File: config.mk
export PLATFORM = sky130hd
export DESIGN_NAME = clkSyncSupervisor
export DESIGN_NICKNAME = d
export VERILOG_FILES = /design/src/rtl/clk_sync_pkg.sv /design/src/rtl/clk_sync_ctrl.sv /design/src/rtl/clk_sync_dp.sv /design/src/rtl/clkSyncSupervisor.sv
export SDC_FILE = /design/constraint.sdc
export NUM_CORES = 1
export LEC_CHECK = 0
export BUFFER_PORTS_ARGS = -buffer_cell sky130_fd_sc_hd__buf_2
export CELL_PAD_IN_SITES_DETAIL_PLACEMENT = 1
export CELL_PAD_IN_SITES_GLOBAL_PLACEMENT = 1
export CORE_MARGIN = 2
export CORE_UTILIZATION = 33
export DETAILED_ROUTE_END_ITERATION = 10
export GPL_ROUTABILITY_DRIVEN = 0
export MAX_ROUTING_LAYER = met4
export PLACE_DENSITY_LB_ADDON = 0.1
export SLEW_MARGIN = 15
export SYNTH_ARGS = -nofsm -noshare
export SYNTH_HDL_FRONTEND = slang
export SYNTH_SLANG_ARGS = --single-unit
File: constraint.sdc
create_clock -name clk -period 1.5 [get_ports clk]
set_input_delay 0.225 -clock clk [delete_from_list [all_inputs] [get_ports clk]]
set_output_delay 0.225 -clock clk [all_outputs]
set_load 0.02 [all_outputs]
File: src/rtl/clk_sync_pkg.sv
package clk_sync_pkg;

  typedef enum logic [2:0] {
    ST_INIT     = 3'd0,
    ST_SYNC_OUT = 3'd1,
    ST_IN_LOCK  = 3'd2,
    ST_HOLD     = 3'd3,
    ST_RESYNC   = 3'd4
  } syncState_t;

  // Strobes from control to datapath, describing the state being entered
  typedef struct packed {
    logic loadNext;   // next state is sync output, current is not
    logic holdNext;   // next state is holdover
    logic lockNext;   // next state is in-lock
    logic lockEntry;  // in-lock is being entered from another state
  } ctrlStrobe_t;

endpackage

File: src/rtl/clk_sync_ctrl.sv
module clk_sync_ctrl
  import clk_sync_pkg::*;
(
  input  logic        clk,
  input  logic        rstN,
  input  logic        syncAchieved,
  input  logic        pulseDone,
  input  logic        syncLost,
  input  logic        syncBack,
  input  logic        driftOk,
  input  logic        driftFar,
  input  logic        refLost,
  input  logic        periodDone,
  output syncState_t  curState,
  output ctrlStrobe_t strobe
);

  syncState_t nxtState;

  always_comb begin
    nxtState = curState;
    case (curState)
      ST_INIT: begin
        if (!syncLost && syncAchieved) nxtState = ST_SYNC_OUT;
      end
      ST_SYNC_OUT: begin
        if (syncLost)       nxtState = ST_HOLD;
        else if (pulseDone) nxtState = ST_IN_LOCK;
      end
      ST_IN_LOCK: begin
        if (syncLost)        nxtState = ST_HOLD;
        else if (periodDone) nxtState = ST_SYNC_OUT;
      end
      ST_HOLD: begin
        if (!syncLost && syncBack) begin
          if (refLost)       nxtState = ST_INIT;
          else if (driftFar) nxtState = ST_RESYNC;
          else if (driftOk)  nxtState = ST_IN_LOCK;
        end
      end
      ST_RESYNC: begin
        if (syncLost)          nxtState = ST_HOLD;
        else if (syncAchieved) nxtState = ST_SYNC_OUT;
      end
      default: nxtState = ST_INIT;
    endcase
  end

  always_comb begin
    strobe.loadNext  = (nxtState == ST_SYNC_OUT) && (curState != ST_SYNC_OUT);
    strobe.holdNext  = (nxtState == ST_HOLD);
    strobe.lockNext  = (nxtState == ST_IN_LOCK);
    strobe.lockEntry = (nxtState == ST_IN_LOCK) && (curState != ST_IN_LOCK);
  end

  always_ff @(posedge clk) begin
    if (!rstN) curState <= ST_INIT;
    else       curState <= nxtState;
  end


  lost_priority_chk: assert property (@(posedge clk) disable iff (!rstN)
    (syncLost && (curState inside {ST_SYNC_OUT, ST_IN_LOCK, ST_RESYNC}))
      |=> (curState == ST_HOLD));


  init_exit_chk: assert property (@(posedge clk) disable iff (!rstN)
    (curState == ST_INIT) |=> (curState inside {ST_INIT, ST_SYNC_OUT}));


  hold_wait_chk: assert property (@(posedge clk) disable iff (!rstN)
    ((curState == ST_HOLD) && (!syncBack || syncLost)) |=> (curState == ST_HOLD));


  resync_exit_chk: assert property (@(posedge clk) disable iff (!rstN)
    ((curState == ST_RESYNC) && !syncLost && syncAchieved) |=> (curState == ST_SYNC_OUT));

endmodule

File: src/rtl/clk_sync_dp.sv
module clk_sync_dp
  import clk_sync_pkg::*;
#(
  parameter int PERIOD_CYCLES = 12
) (
  input  logic        clk,
  input  logic        rstN,
  input  ctrlStrobe_t strobe,
  output logic        periodDone,
  output logic        holdDac,
  output logic        loopEn,
  output logic        cmpLoad
);

  localparam int CNT_W = (PERIOD_CYCLES > 2) ? $clog2(PERIOD_CYCLES) : 1;
  localparam logic [CNT_W-1:0] LAST = CNT_W'(PERIOD_CYCLES - 1);

  logic [CNT_W-1:0] lockCnt;

  assign periodDone = (lockCnt == LAST);

  always_ff @(posedge clk) begin
    if (!rstN) begin
      lockCnt <= '0;
    end else if (strobe.lockEntry) begin
      lockCnt <= '0;
    end else if (strobe.lockNext) begin
      lockCnt <= lockCnt + 1'b1;
    end
  end

  always_ff @(posedge clk) begin
    if (!rstN) begin
      holdDac <= 1'b0;
      loopEn  <= 1'b1;
      cmpLoad <= 1'b0;
    end else begin
      holdDac <= strobe.holdNext;
      loopEn  <= !strobe.holdNext;
      cmpLoad <= strobe.loadNext;
    end
  end


  no_overflow_chk: assert property (@(posedge clk) disable iff (!rstN)
    lockCnt <= LAST);


  load_pulse_chk: assert property (@(posedge clk) disable iff (!rstN)
    cmpLoad |=> !cmpLoad);

endmodule

File: src/rtl/clkSyncSupervisor.sv
module clkSyncSupervisor
  import clk_sync_pkg::*;
#(
  parameter int PERIOD_CYCLES = 12
) (
  input  logic       clk,
  input  logic       rstN,
  input  logic       syncAchieved,
  input  logic       pulseDone,
  input  logic       syncLost,
  input  logic       syncBack,
  input  logic       driftOk,
  input  logic       driftFar,
  input  logic       refLost,
  output logic [2:0] state,
  output logic       holdDac,
  output logic       loopEn,
  output logic       cmpLoad
);

  syncState_t  curState;
  ctrlStrobe_t strobe;
  logic        periodDone;

  clk_sync_ctrl i_ctrl (
    .clk          (clk),
    .rstN         (rstN),
    .syncAchieved (syncAchieved),
    .pulseDone    (pulseDone),
    .syncLost     (syncLost),
    .syncBack     (syncBack),
    .driftOk      (driftOk),
    .driftFar     (driftFar),
    .refLost      (refLost),
    .periodDone   (periodDone),
    .curState     (curState),
    .strobe       (strobe)
  );

  clk_sync_dp #(.PERIOD_CYCLES(PERIOD_CYCLES)) i_dp (
    .clk        (clk),
    .rstN       (rstN),
    .strobe     (strobe),
    .periodDone (periodDone),
    .holdDac    (holdDac),
    .loopEn     (loopEn),
    .cmpLoad    (cmpLoad)
  );

  assign state = curState;


  hold_state_chk: assert property (@(posedge clk) disable iff (!rstN)
    holdDac == (curState == ST_HOLD));


  loop_state_chk: assert property (@(posedge clk) disable iff (!rstN)
    loopEn == (curState != ST_HOLD));


  load_entry_chk: assert property (@(posedge clk) disable iff (!rstN)
    cmpLoad |-> ((curState == ST_SYNC_OUT) && ($past(curState) != ST_SYNC_OUT)));

endmodule

## Word-level counts from Yosys, hierarchy flattened

Index checks and enable logic that the tools add are counted.

- Word-level logic and storage cells: 37
- Bits in registers: 10
- Bits of input ports: 9

- Bitwise logic cells: 1
- Equality and inequality tests: 10
- Multiplexer cells: 12
- $add $sub $neg: 1
- Reductions and logical operators: 8

Operators by type and width:

| operator | number |
|---|---|
| two-way mux 3 bit | 11 |
| one-hot mux 3 bit (5 select lines) | 1 |
| == test 3 x 2 -> 1 bit (second input constant) | 4 |
| == test 3 x 1 -> 1 bit (second input constant) | 2 |
| adder 4 x 1 -> 4 bit (second input constant) | 1 |
| == test 4 bit (second input constant) | 1 |
| logical AND 1 bit | 4 |
| == test 3 bit (second input constant) | 1 |
| zero test 3 bit | 1 |
| != test 3 x 1 -> 1 bit (second input constant) | 1 |
| != test 3 x 2 -> 1 bit (second input constant) | 1 |
| zero test 1 bit | 2 |
| OR reduction 2 bit | 1 |
| NOT 1 bit | 1 |

## Longest topological paths before layout

- Depth after elaboration: 8
- Mapped depth: 6
- Gate-level depth less buffers: 6

## Modules after synthesis

From an unflattened synthesis, not the netlist that was laid out.

- Cells, all modules: 61
- Area total of the unflattened synthesis: 548.0 µm²

Modules (own cells, without submodules):

| module | cells each | area each (µm²) | instances |
|---|---|---|---|
| clk_sync_ctrl | 36 | 284.0 | 1 |
| clk_sync_dp | 25 | 264.0 | 1 |

## Worst setup path after synthesis

OpenSTA, ideal clock, no wires.

- Path kind: reg-to-reg
- Start point: register i_ctrl.curState[0]
- End point: register i_dp.loopEn
- Clock period less this slack: 1.741 ns
- Library setup time: 0.127 ns
- Path slack: -0.241 ns
- Buffers on the path: 1
- Arrival: 1.614 ns
- Cell stages (with the launch flop): 7
- Cell sequence: dfxtp_1 -> buf_6 -> nor2b_4 -> o311ai_1 -> a21o_2 -> and2_4 -> or3b_1

- Longest elaborated chain between the ends: 7

Ends and longest elaborated chain:

| item | line | source |
|---|---|---|
| from (decl) | clk_sync_ctrl.sv:14 | `output syncState_t curState,` |
| from (signal assigned) | clk_sync_ctrl.sv:58 | `else curState <= nxtState;` |
| two-way mux 3 bit | clk_sync_ctrl.sv:38 | `else if (driftOk) nxtState = ST_IN_LOCK;` |
| two-way mux 3 bit | clk_sync_ctrl.sv:37 | `else if (driftFar) nxtState = ST_RESYNC;` |
| two-way mux 3 bit | clk_sync_ctrl.sv:36 | `if (refLost) nxtState = ST_INIT;` |
| two-way mux 3 bit | clk_sync_ctrl.sv:35 | `if (!syncLost && syncBack) begin` |
| one-hot mux 3 bit (5 select lines) * | clk_sync_ctrl.sv:22 | `case (curState)` |
| == test 3 x 2 -> 1 bit * | clk_sync_ctrl.sv:51 | `strobe.holdNext = (nxtState == ST_HOLD);` |
| zero test 1 bit * | clk_sync_dp.sv:39 | `loopEn <= !strobe.holdNext;` |
| to (signal assigned) | clk_sync_dp.sv:39 |  |
| to (decl) | clk_sync_dp.sv:11 | `output logic loopEn,` |

Every way passes the cells marked *; elsewhere a longest branch is shown, timed or not.
A chain may end at the register's enable or synchronous reset.

## Worst setup path after layout

- Start point: register i_ctrl.curState[2]
- End point: register i_dp.lockCnt[2]

- Longest elaborated chain between the ends: 8

Ends and longest elaborated chain:

| item | line | source |
|---|---|---|
| two-way mux 3 bit | clk_sync_ctrl.sv:38 |  |
| two-way mux 3 bit | clk_sync_ctrl.sv:37 |  |
| two-way mux 3 bit | clk_sync_ctrl.sv:36 |  |
| two-way mux 3 bit | clk_sync_ctrl.sv:35 |  |
| one-hot mux 3 bit (5 select lines) | clk_sync_ctrl.sv:22 |  |
| == test 3 x 2 -> 1 bit | clk_sync_ctrl.sv:52, clk_sync_ctrl.sv:53 |  |
| logical AND 1 bit | clk_sync_ctrl.sv:53 | `strobe.lockEntry = (nxtState == ST_IN_LOCK) && (curState != ST_IN_LOCK);` |
| OR reduction 2 bit (no source line) | -- |  |
| to (signal assigned) | clk_sync_dp.sv:28 | `lockCnt <= lockCnt + 1'b1;` |
| to (decl) | clk_sync_dp.sv:18 | `logic [CNT_W-1:0] lockCnt;` |

Parallel ways exist; a longest one is shown, timed or not.

==> results.txt <==
* Result of the run: complete, but fails checks
* Violations in the final reports: negative setup slack
- Pin count of the biggest net entering global routing: 11
- Synthesis-stage register bit count: 10
- Maxcap violations: 0
- When the netlist entered floorplanning its net count stood at 79.
- Yosys warnings: 0
- The later pin in the worst-skew pair is clocked with a latency of about 0.27 ns.
- TritonCTS built the clock tree.
- Clock root buffer master: clkbuf_4
* Cell accounting for the most synthesized area: dfxtp_1
- Max-slew violations: 0
* Part of the Yosys area used for sequential elements: 32.7%
* Maximum clock skew at final layout: just under 0.003 ns
- Per report_power, the combinational group accounts for ~37% of the total.
- Summing the areas of all and, or, nand and nor instances in the mapped netlist gives 32.7% of the synthesized area.
- Die boundary height: about 47 um
* Worst-case clock buffer depth: 2
* Total iterations of the first detailed-routing run: 3
* Share of the core filled with cells in the final layout: between 50% and 60%
- In the layout the commonest cells are buf_2 (14), buf_4 (14), nand2_1 (7), dfxtp_1 (7).
- Antenna violations before repair: 0
* Largest family of logic cells by synthesized area: simple AND/OR/NAND/NOR gates
- STA classifies the critical path startpoint as a flop.
- The net count of the finished layout is approximately 110.
* Post-synthesis area per instance: between 8 and 9 um^2
- For met3 alone, demand over resource in global routing was under 10%.
* Number of vias in the routed layout: 623
- For this design the top-level I/O count stands at 15.
- In this run, flip-flops and latches consume between 30% and 40% of the power.
- Distinct cells, synth: 36
- Cell-internal power: around 0.59 mW
* Complex-gate fraction of the synthesized area: 21.8%
- Die span in x: roughly 47 um
- Worst hold slack: 0.235 ns
- After detailed routing, the average wire length per cell comes to between 10 and 15 um.
* Kind of critical path: reg2reg
- TritonCTS created 3 clock buffers.
- Die footprint: ~2200 um^2
- Data on the critical path is required at its endpoint by between 1.5 and 2 ns.
- Worst-case setup slack after placement: -0.0592 ns
* Reg-to-reg startpoint: i_ctrl.curState[2]
* RSZ-0062 raised after global routing: true
- The region available for standard cell placement spans between 1500 and 2000 um^2.
* Largest vdd supply drop: approximately 0.4 mV
* Vias per cell: approximately 5
* Max Clock Freq: slightly above 0.6 GHz
- Synthesized instance count: between 60 and 70
- After clock tree synthesis, the clock-pin slew on the worst setup and hold paths is approximately 0.080 ns.
* Final routed DRC violation total: 0
- Of the available clock period, the critical path in the final layout requires 107%.
* Number of hold violations in the final report: 0
* Area Overhead vs Synth: 49.2%
- Parity-gate share of the synthesized area counting xor and xnor cells: under 10%
- After detailed routing, the total wire length is 1790 um.
- In the final layout, the share of cells above drive strength 1 is 54.1%.
- By area the synthesized netlist is led by dfxtp_1 (33%), nand2_1 (4.3%), nand3b_1 (3.7%).
- Slew at the pin closest to its max-slew limit: about 0.31 ns
- Total power draw: about 0.89 mW
* Fraction of power spent switching nets: 34.2%
- Mux contribution to synthesized area: roughly 3.3%
- For this block, the initial DRC count from the detailed router was 3.
- Once detail routing completed, the nets flagged for antenna violations numbered 0.
- Vias in the first global route: around 590
- The worst pin sits at a relative slew slack of approximately 80%.
* Initial core utilization: 35.1%
* Data arrival time of the critical path: between 1.5 and 2 ns
* Crit end category: flop
* Number of clock sinks: 10
- 0 antenna diodes ended up in the layout.
- Setup slack of the critical path after layout: -0.106 ns
- GRT Residual Overflow: 0
- Summed over all nets, the half-perimeter wirelength after detailed placement is approximately 1300 um.
* Worst min-delay path startpoint: rstN
- In this run, post-CTS hold repair placed 0 buffers.
- Pwr dens: 972 nW/um^2
- Global routing used between 20% and 30% of the available met1 tracks.
- Net switching component of the power: roughly 0.3 mW
- Most used routing layer: met2
* Clock network fraction of total power: between 20% and 30%
- Level count of the clock H-tree: 1
* Biggest fanout along the worst timing path: 10
- Aggregate global-route resource usage: a little under a fifth
- The critical path starts at i_ctrl.curState[2].
- Path class of the lowest-slack min-delay path: in2reg
- Final TNS setup: -0.437 ns
* Synthesized-area fraction occupied by adder cells: 2.04%
- Summed over its instances, the top area cell type makes up 32.7% of the synthesized netlist area.
- The first global-routing pass estimated around 2700 um of wire.
- Row generation in the floorplan step produced 15 rows.
* Number of setup violations in the final report: 5
- For this design the static power due to leakage is between 0.3 and 0.4 nW.
- Subtracting the final worst setup slack from the clock period gives ~1.6 ns.
- Global routing used between 30% and 40% of the available met2 tracks.
* Synthesized area: 613 um^2
- In this run the tool buffered the top-level ports with 14 buffer cells.
[path summary, 6_finish.rpt]
kind	endpoint	cells after the start	slack, ns
min	i_dp.lockCnt[0]	3	0.23
max	i_dp.lockCnt[2]	6	-0.11
max reg2reg	i_dp.lockCnt[2]	6	-0.11
min reg2reg	i_dp.lockCnt[2]	3	0.60
[flip-flops by register name (all words and copies together) (netlist names)]
register,cells
i_ctrl.curState,3
i_dp.cmpLoad,1
i_dp.holdDac,1
i_dp.lockCnt,4
i_dp.loopEn,1
[cells in the mapped netlist]
library cell / number
a21o_2: 1
a21oi_1: 1
a22oi_2: 1
a31o_2: 1
a31oi_1: 2
a32oi_1: 1
a41o_2: 1
a41oi_1: 1
and2_1: 1
and2_4: 2
buf_1: 1
buf_4: 1
buf_6: 1
dfxtp_1: 10
ha_1: 1
inv_1: 4
mux2i_1: 2
nand2_1: 7
nand2b_1: 1
nand3_1: 3
nand3_2: 1
nand3b_1: 3
nand4_1: 1
nand4b_1: 1
nor2_1: 5
nor2b_4: 1
nor3b_1: 2
nor3b_4: 1
nor4_1: 1
o21ai_0: 4
o21ai_2: 1
o311ai_1: 1
o31ai_1: 1
o31ai_2: 1
or3b_1: 1
xor2_1: 1
[kinds of logic after synthesis]
kind of cell | count (synthesis)
DFF | 10
xor gates and xnor gates | 1
muxes | 2
AOI/OAI and AO/OA | 17
adders and majority gates | 1
buffers and inverters | 7
and+or+nand+nor | 31
[power by group through the flow]
stage | clock network [mW] | registers, mW | logic (mW)
final | 0.258 | 0.306 | 0.325
after floorplan | 0 | 0.326 | 0.153
after detailed placement | 0 | 0.315 | 0.252
after global placement | 0 | 0.314 | 0.248
after global routing | 0.276 | 0.309 | 0.352
after CTS | 0.261 | 0.307 | 0.256
[layer usage]
metal	up-vias	wire [um]
met2	9	912
met1	300	801
li1	312	-
met5	-	0
met3	2	51
met4	0	23
[critical path, stage by stage, from the launching register on]
cell and delay, ns:
dfxtp_4 0.40, o21ai_1 0.25, o31ai_4 0.11, a22oi_2 0.33
buf_4 0.17, a41o_2 0.18, o31ai_2 0.06
[repair_timing]
action	4_1_cts	5_1_grt
endpoints found under the setup margin	6	8
pin swaps	1	3
gates resized for setup	2	9
setup buffers	0	4
gates cloned	0	0
[area by class of cell]
cell class | count | area, um^2
clock buffer | 4 | 36.3
multi-input combinational | 52 | 448
tap | 25 | 31.3
fill | 212 | 831
timing repair buffer | 28 | 175
sequential | 10 | 209
inverter | 4 | 15.0
[per-stage QoR]
stage / area (um^2) / std cells
after floorplan: 641 / 69
after global placement: 791 / 115
after detailed placement: 791 / 115
after CTS: 835 / 119
after global routing: 915 / 123
final: 915 / 123
No activity file was read; power rests on OpenSTA's default activity.
